===== src/rtl/smd_pkg.sv =====
package smd_pkg;

    typedef struct packed {
        logic irq;
        logic setup;
        logic done;
    } smd_status_t;

endpackage


===== src/rtl/smd_tap_window.sv =====
module smd_tap_window #(
    parameter int DATA_W = 8,
    parameter int TAPS   = 31
) (
    input  logic                          clk,
    input  logic                          rst_n,
    input  logic [DATA_W-1:0]             din_i,
    output logic [TAPS-1:0][DATA_W-1:0]   win_o
);

    logic [TAPS-1:0][DATA_W-1:0] win_d, win_q;

    // newest copy enters at index 0, older copies drift upward
    always_comb begin
        win_d = {win_q[TAPS-2:0], din_i};
    end

    always_ff @(posedge clk) begin
        if (!rst_n) win_q <= '0;
        else        win_q <= win_d;
    end

    assign win_o = win_q;

endmodule


===== src/rtl/smd_margin_cmp.sv =====
module smd_margin_cmp #(
    parameter int DATA_W   = 8,
    parameter int MARGIN_W = 4,
    localparam int MAX_M   = (1 << MARGIN_W) - 1,
    localparam int TAPS    = 2 * MAX_M + 1,
    localparam int IDX_W   = $clog2(TAPS)
) (
    input  logic [TAPS-1:0][DATA_W-1:0] win_i,
    input  logic [MARGIN_W-1:0]         margin_i,
    output logic                        active_o,
    output logic                        setup_miss_o,
    output logic                        hold_miss_o
);

    logic [IDX_W-1:0]  early_idx, late_idx;
    logic [DATA_W-1:0] real_s, early_s, late_s;
    logic [DATA_W-1:0] early_diff, late_diff;

    always_comb begin
        early_idx = IDX_W'(MAX_M) + IDX_W'(margin_i);
        late_idx  = IDX_W'(MAX_M) - IDX_W'(margin_i);
        real_s    = win_i[MAX_M];
        early_s   = win_i[early_idx];
        late_s    = win_i[late_idx];
    end

    for (genvar g = 0; g < DATA_W; g++) begin : g_bit
        assign early_diff[g] = early_s[g] ^ real_s[g];
        assign late_diff[g]  = late_s[g]  ^ real_s[g];
    end

    assign active_o     = (margin_i != '0);
    assign setup_miss_o = active_o && (|early_diff);
    assign hold_miss_o  = active_o && (|late_diff);

endmodule


===== src/rtl/smd_margin_detector.sv =====
module smd_margin_detector
    import smd_pkg::*;
#(
    parameter int DATA_W   = 8,
    parameter int MARGIN_W = 4
) (
    input  logic                clk,
    input  logic                rst_n,
    input  logic [DATA_W-1:0]   din_i,
    input  logic                smp_stb_i,
    input  logic [MARGIN_W-1:0] margin_i,
    input  logic                irq_clr_i,
    output logic                err_irq_o,
    output logic                err_setup_o,
    output logic                chk_done_o
);

    localparam int MAX_M = (1 << MARGIN_W) - 1;
    localparam int TAPS  = 2 * MAX_M + 1;

    logic [TAPS-1:0][DATA_W-1:0] win;
    logic active, setup_miss, hold_miss;
    smd_status_t st_d, st_q;

    smd_tap_window #(.DATA_W(DATA_W), .TAPS(TAPS)) u_win (
        .clk   (clk),
        .rst_n (rst_n),
        .din_i (din_i),
        .win_o (win)
    );

    smd_margin_cmp #(.DATA_W(DATA_W), .MARGIN_W(MARGIN_W)) u_cmp (
        .win_i        (win),
        .margin_i     (margin_i),
        .active_o     (active),
        .setup_miss_o (setup_miss),
        .hold_miss_o  (hold_miss)
    );

    always_comb begin
        st_d      = st_q;
        st_d.done = 1'b0;
        if (irq_clr_i) st_d.irq = 1'b0;
        if (smp_stb_i && active) begin
            st_d.done = 1'b1;
            if (setup_miss || hold_miss) begin
                st_d.irq   = 1'b1;        // a new error outranks a clear
                st_d.setup = setup_miss;  // setup wins when both disagree
            end
        end
    end

    always_ff @(posedge clk) begin
        if (!rst_n) st_q <= '0;
        else        st_q <= st_d;
    end

    assign err_irq_o   = st_q.irq;
    assign err_setup_o = st_q.setup;
    assign chk_done_o  = st_q.done;

endmodule


===== config.mk =====
export PLATFORM = sky130hd
export DESIGN_NAME = smd_margin_detector
export DESIGN_NICKNAME = d
export VERILOG_FILES = /design/src/rtl/smd_pkg.sv /design/src/rtl/smd_tap_window.sv /design/src/rtl/smd_margin_cmp.sv /design/src/rtl/smd_margin_detector.sv
export SDC_FILE = /design/constraint.sdc
export NUM_CORES = 1
export LEC_CHECK = 0
export ABC_CLOCK_PERIOD_IN_PS = 8300
export BUFFER_PORTS_ARGS = -buffer_cell sky130_fd_sc_hd__buf_2
export CAP_MARGIN = 20
export CORE_ASPECT_RATIO = 0.5
export CORE_UTILIZATION = 44
export CTS_BUF_LIST = sky130_fd_sc_hd__clkbuf_4 sky130_fd_sc_hd__clkbuf_8
export DETAILED_ROUTE_END_ITERATION = 10
export PLACE_DENSITY = 0.59
export RECOVER_POWER = 100
export SYNTH_ARGS = -nofsm -noshare
export SYNTH_HDL_FRONTEND = slang
export SYNTH_SLANG_ARGS = --single-unit

===== constraint.sdc =====
create_clock -name clk -period 8.3 [get_ports clk]
set_clock_uncertainty 0.15 [all_clocks]
set_input_delay 2.49 -clock clk [delete_from_list [all_inputs] [get_ports clk]]
set_output_delay 2.49 -clock clk [all_outputs]
set_load 0.01 [all_outputs]

-- Word level (Yosys, flattened, before mapping)
Cells that the tools add are included.
- bits of input ports: 16
- output and inout port bits: 3
- logic and storage cells: 69
- register bits after elaboration: 251
- reductions and logical operators: 8
- add/sub/neg operators: 2
- magnitude comparators: 2
- muxes and demuxes: 7
- bitwise logic cells: 16
- operators with widths (operator ; count):
    $bmux 8 s5 ; 2
    $mux 8 ; 2
    $reduce_or 8->1 ; 2
    $xor 1x1->1 ; 16
    $lt 5x6->1 const B ; 2
    $add 4x4->5 const A ; 1
    $sub 4x4->5 const A ; 1
    $reduce_bool 4->1 ; 1
    $logic_and 1x1->1 ; 3
    $mux 3 ; 1
    $mux 2 ; 1
    $reduce_and 2->1 ; 1
    $logic_or 1x1->1 ; 1
    $mux 1 ; 1

-- Longest topological paths before layout
- depth in word-level cells: 9
- mapped depth: 16
- gate-level depth less buffers: 10

-- Modules after synthesis
A second synthesis with hierarchy kept.
- cells, all modules: 808
- area, all modules: 9855.7 µm²
- by module, submodules not included (module ; cells each ; times used ; sequential area each (µm²) ; area an instance (µm²)):
    smd_tap_window ; 523 ; 1 ; 4964.8 ; 6801.5
    smd_margin_cmp ; 277 ; 1 ; 0.0 ; 2946.6
    smd_margin_detector ; 8 ; 1 ; 60.1 ; 107.6

-- Worst setup path before layout
Ideal clock, no wire load.
- path type: in2reg
- start point: input margin_i[0]
- end point: register st_q, in the netlist err_irq_o
- library setup time: 130 ps
- path buffers: 5
- data required time: 8020 ps
- slack: 2555 ps
- arrival: 5465 ps
- stages on the path: 15
- cells stage by stage: buf_6 > buf_6 > buf_4 > clkinv_1 > buf_2 > ha_1 > xor2_1 > buf_2 > mux2_2 > a2111oi_0 > o41ai_2 > xnor2_1 > nand4_1 > nor2_1 > a31oi_1
- longest elaborated chain between the ends: 9
- elaborated cells between the ends (all ways): 31
- those cells by class: 2 x add/sub; 6 x mux; 16 x bitwise; 7 x reduce/logical
- ends and longest elaborated chain (what ; RTL line ; RTL):
    from (decl) ; smd_margin_detector.sv:11 ; input logic [MARGIN_W-1:0] margin_i,
    $add 4x4->5 / $sub 4x4->5 (equally long branches) ; smd_margin_cmp.sv:20, smd_margin_cmp.sv:21 ;
    $bmux 8 s5, on equally long branches ; smd_margin_cmp.sv:23, smd_margin_cmp.sv:24 ;
    $mux 8, on equally long branches ; smd_margin_cmp.sv:23, smd_margin_cmp.sv:24 ;
    $xor 1x1->1, on equally long branches ; smd_margin_cmp.sv:28, smd_margin_cmp.sv:29 ;
    $reduce_or 8->1, on equally long branches ; smd_margin_cmp.sv:33, smd_margin_cmp.sv:34 ;
    $logic_and 1x1->1, on equally long branches ; smd_margin_cmp.sv:33, smd_margin_cmp.sv:34 ;
    $logic_or 1x1->1 ; smd_margin_detector.sv:46 ; if (setup_miss || hold_miss) begin
    $mux 2 ; smd_margin_detector.sv:46 ;
    $mux 3 (*) ; smd_margin_detector.sv:44 ; if (smp_stb_i && active) begin
    to (signal assigned) ; smd_margin_detector.sv:55 ; else st_q <= st_d;
    to (decl) ; smd_margin_detector.sv:23 ; smd_status_t st_d, st_q;
Every way passes the cells marked *; elsewhere a longest branch is shown, timed or not. The select of a mux whose other input is x is not followed.
A chain may end at the register's enable or synchronous reset.

-- Worst setup path after layout
- start point: input rst_n
- end point: register u_win.win_q, in the netlist u_win.win_o[128]
- RTL lines (what ; RTL line ; RTL):
    from (decl) ; smd_margin_detector.sv:8 ; input logic rst_n,
    to (signal assigned) ; smd_tap_window.sv:20 ; else win_q <= win_d;
    to (decl) ; smd_tap_window.sv:11 ; logic [TAPS-1:0][DATA_W-1:0] win_d, win_q;
No word-level cell between the ends.

==> flow_summary.ini <==
[outcome]
status = finished, violations left
violations = capacitance limit, slew limit

[setup_path]
crit_start = rst_n
reg2reg_depth = 7
cp.required_ns = 8.59
r2r_start = u_win.win_o[121]
cp_max_fo = 86
critPathLaunchType = primary input
critical-path-max-stage-delay_ns = 1.90
end_kind = flop
reg2reg_to = err_setup_o
slowest_stage = clkbuf_1
path_class = primary input to flop
cp.arrival_ns = 6.60
cp_cell_sequence = clkbuf_1 -> clkbuf_1 -> and2_1
cp.buffers_inverters = 2
r2r_slack_ns = 5.72
cp_top_family = buffers and inverters
crit_top_cell = clkbuf_1

[layout]
fin_nets = 840
fin_util_pct = 50.6
n_antenna_cell = 0
drive_gt1_share_pct = 18.5
area_delta_synth_final_pct = 10.2

[power_and_ir_drop]
leakagePower_uw = 0.00406
switching_power_uw = 528
finalPower_uw = 2330
peakVddDrop_mv = 0.0956
switching_share_pct = 22.6
power_frac_comb_pct = 5.4
power.density_nw_per_um2 = 219
power.internal_uw = 1810
p_seq_share_pct = 52.1
p_clk_share_pct = 42.5

[sta]
finalCritPeriodShare_pct = 76.1
max_freq_ghz = 0.158
fin_ws_ns = 1.99
tns_ns = 0
hold_viol = 0
holdWs_ns = 0.291
period_needed_ns = 6.31
rsz0062_at_grt = false
finalMaxSlewViolations = 170
setup-violations-final = 0
relSlewSlack_pct = -79.3
tightestPinTransition_ns = 2.69

[floorplan]
start_util_pct = 45.9
die_x_um = 212
dieArea_um2 = 22600
core-area_um2 = 21100
pin_count = 19
rows = 37
die_y_um = 107

[clock_network]
clk_pin_slew_ns = 0.06
clock-sinks = 251
clockBufferDepth = 3
cts_tree = done
cts_max_level = 2
numCtsBuffers = 37
ctsHoldBuffers = 0
post_cts_buffers = 0
root_buffer = clkbuf_8
cts_resized = 0
clk_latency_ns = 0.53

[global_route]
antenna_found_initial = 0
grt_max_degree = 87
grt_pass1_wl_um = 30700
grt_usage_pct = 17.5
overflow = 0
grt_pass1_vias = 5634

[worst_hold_path]
min_to = u_win.win_o[150]
hp-start = u_win.win_o[142]
hold_class = flop to flop
whs_path_depth = 1

[yosys]
yosysTopAreaCell = dfxtp_1
synth_top_area_share_pct = 51.9
async_reset_ff_share_pct = 0
synth_commonest_cells = dfxtp_1 (251), and2_1 (249), mux4_2 (62)
synthFlopType = dfxtp_1
synth_most_common_cell = dfxtp_1
synth_area_um2 = 9680
synth_edf_count = 0
yosysWarnings = 0
yosysSeqAreaShare_pct = 51.9
synthCells = 818
synth-seq-cells = 251
synth_area_leaders = dfxtp_1 (52%), and2_1 (16%), mux4_2 (14%)
ys_types = 53
synthesis.nets = 835
syn_area_per_cell_um2 = 11.8

[detailed_routing]
via_per_inst = 5.18
antenna_left = 0
dr.pass1.iters = 5
vias = 5875
route.detailed.drc = 0
wl_per_cell_um = 16.6
drt_iter0_drc = 463
wl_um = 18800

[run]
maxCapViolCount = 2

[place]
port_buffers = 18
dpl.hpwl_um = 11600
routabilityCongestion = 0.786
pre_cts_slack_ns = 2.22
==> power groups by stage <==
stage	combinational (uW)	sequential [uW]	clock (uW)
2_1_floorplan	97.9	1240	0
4_1_cts	129	1220	1030
6_report	127	1220	992
3_5_place_dp	129	1240	0
5_1_grt	139	1220	1080
3_3_place_gp	128	1240	0
==> kinds of logic after synthesis <==
logic type | Yosys count | share of synthesized area (%)
compound gates | 65 | 4.58
xor+xnor | 19 | 1.72
fa+ha+maj | 1 | 0.129
buf+inv | 67 | 3.14
flops | 251 | 51.9
mux | 90 | 18.5
simple gates | 325 | 20.0
==> state kept, by name, indices dropped and copies added, names as in the netlist <==
| register | count |
|---|---|
| chk_done_o | 1 |
| err_irq_o | 1 |
| err_setup_o | 1 |
| u_win.win_o | 248 |
==> how the worst max path moves through the flow <==
| stage | end | slack (ns) | depth (start not counted) |
|---|---|---|---|
| floorplan | err_irq_o | 2.56 | 15 |
| global placement | err_setup_o | 2.29 | 9 |
| detailed placement | err_setup_o | 2.22 | 9 |
| CTS | err_setup_o | 2.77 | 9 |
| global route | u_win.win_o[144] | 1.27 | 3 |
| finish | u_win.win_o[128] | 1.99 | 3 |
==> final cells by class <==
cell class	instances	area, um^2
sequential	251	5020
clock buffer	56	721
clock inverter	2	12.5
inverter	6	22.5
timing repair buffer	27	149
tap	292	365
multi-input combinational	500	4370
fill	1883	10400
==> through the flow <==
step	std cells	area, um^2
floorplan	818	9680
global placement	1076	9940
detailed placement	1076	9940
CTS	1134	10700
global route	1134	10700
finish	1134	10700
==> metal layers <==
metal  track usage [%]  vias up  share of wire [%]
met5                 0        -                  0
li1                  -     2828                  -
met1              26.8     2885                 53
met4              4.76        0                1.3
met3              4.80       25                6.1
met2              23.8      137                 40
==> layout by cell type (no fill, tap or decap), types with 2 or more instances in the layout <==
master | Yosys | routed
a21oi_1 | 12 | 12
nor2_1 | 5 | 5
o22ai_1 | 2 | 2
nand3_1 | 11 | 11
and2_0 | 0 | 61
buf_4 | 2 | 8
a41oi_1 | 2 | 2
inv_1 | 5 | 5
mux2i_1 | 19 | 19
mux2_2 | 2 | 2
a211oi_1 | 3 | 3
clkbuf_4 | 0 | 8
nor3b_1 | 2 | 2
dfxtp_1 | 251 | 251
nor4_2 | 2 | 2
xnor2_1 | 9 | 8
nor2b_1 | 2 | 2
clkbuf_1 | 43 | 5
and2_1 | 249 | 188
buf_2 | 11 | 13
nor3_1 | 3 | 3
nand2_1 | 37 | 37
o21ai_0 | 12 | 12
nand4_1 | 5 | 5
nand3b_1 | 2 | 2
xor2_1 | 10 | 9
o21ai_1 | 2 | 2
o31ai_2 | 2 | 2
mux4_1 | 7 | 7
mux4_2 | 62 | 62
and3_1 | 3 | 3
a31oi_1 | 13 | 13
a311oi_1 | 4 | 4
clkbuf_8 | 0 | 48
No activity file was read; power rests on OpenSTA's default activity.
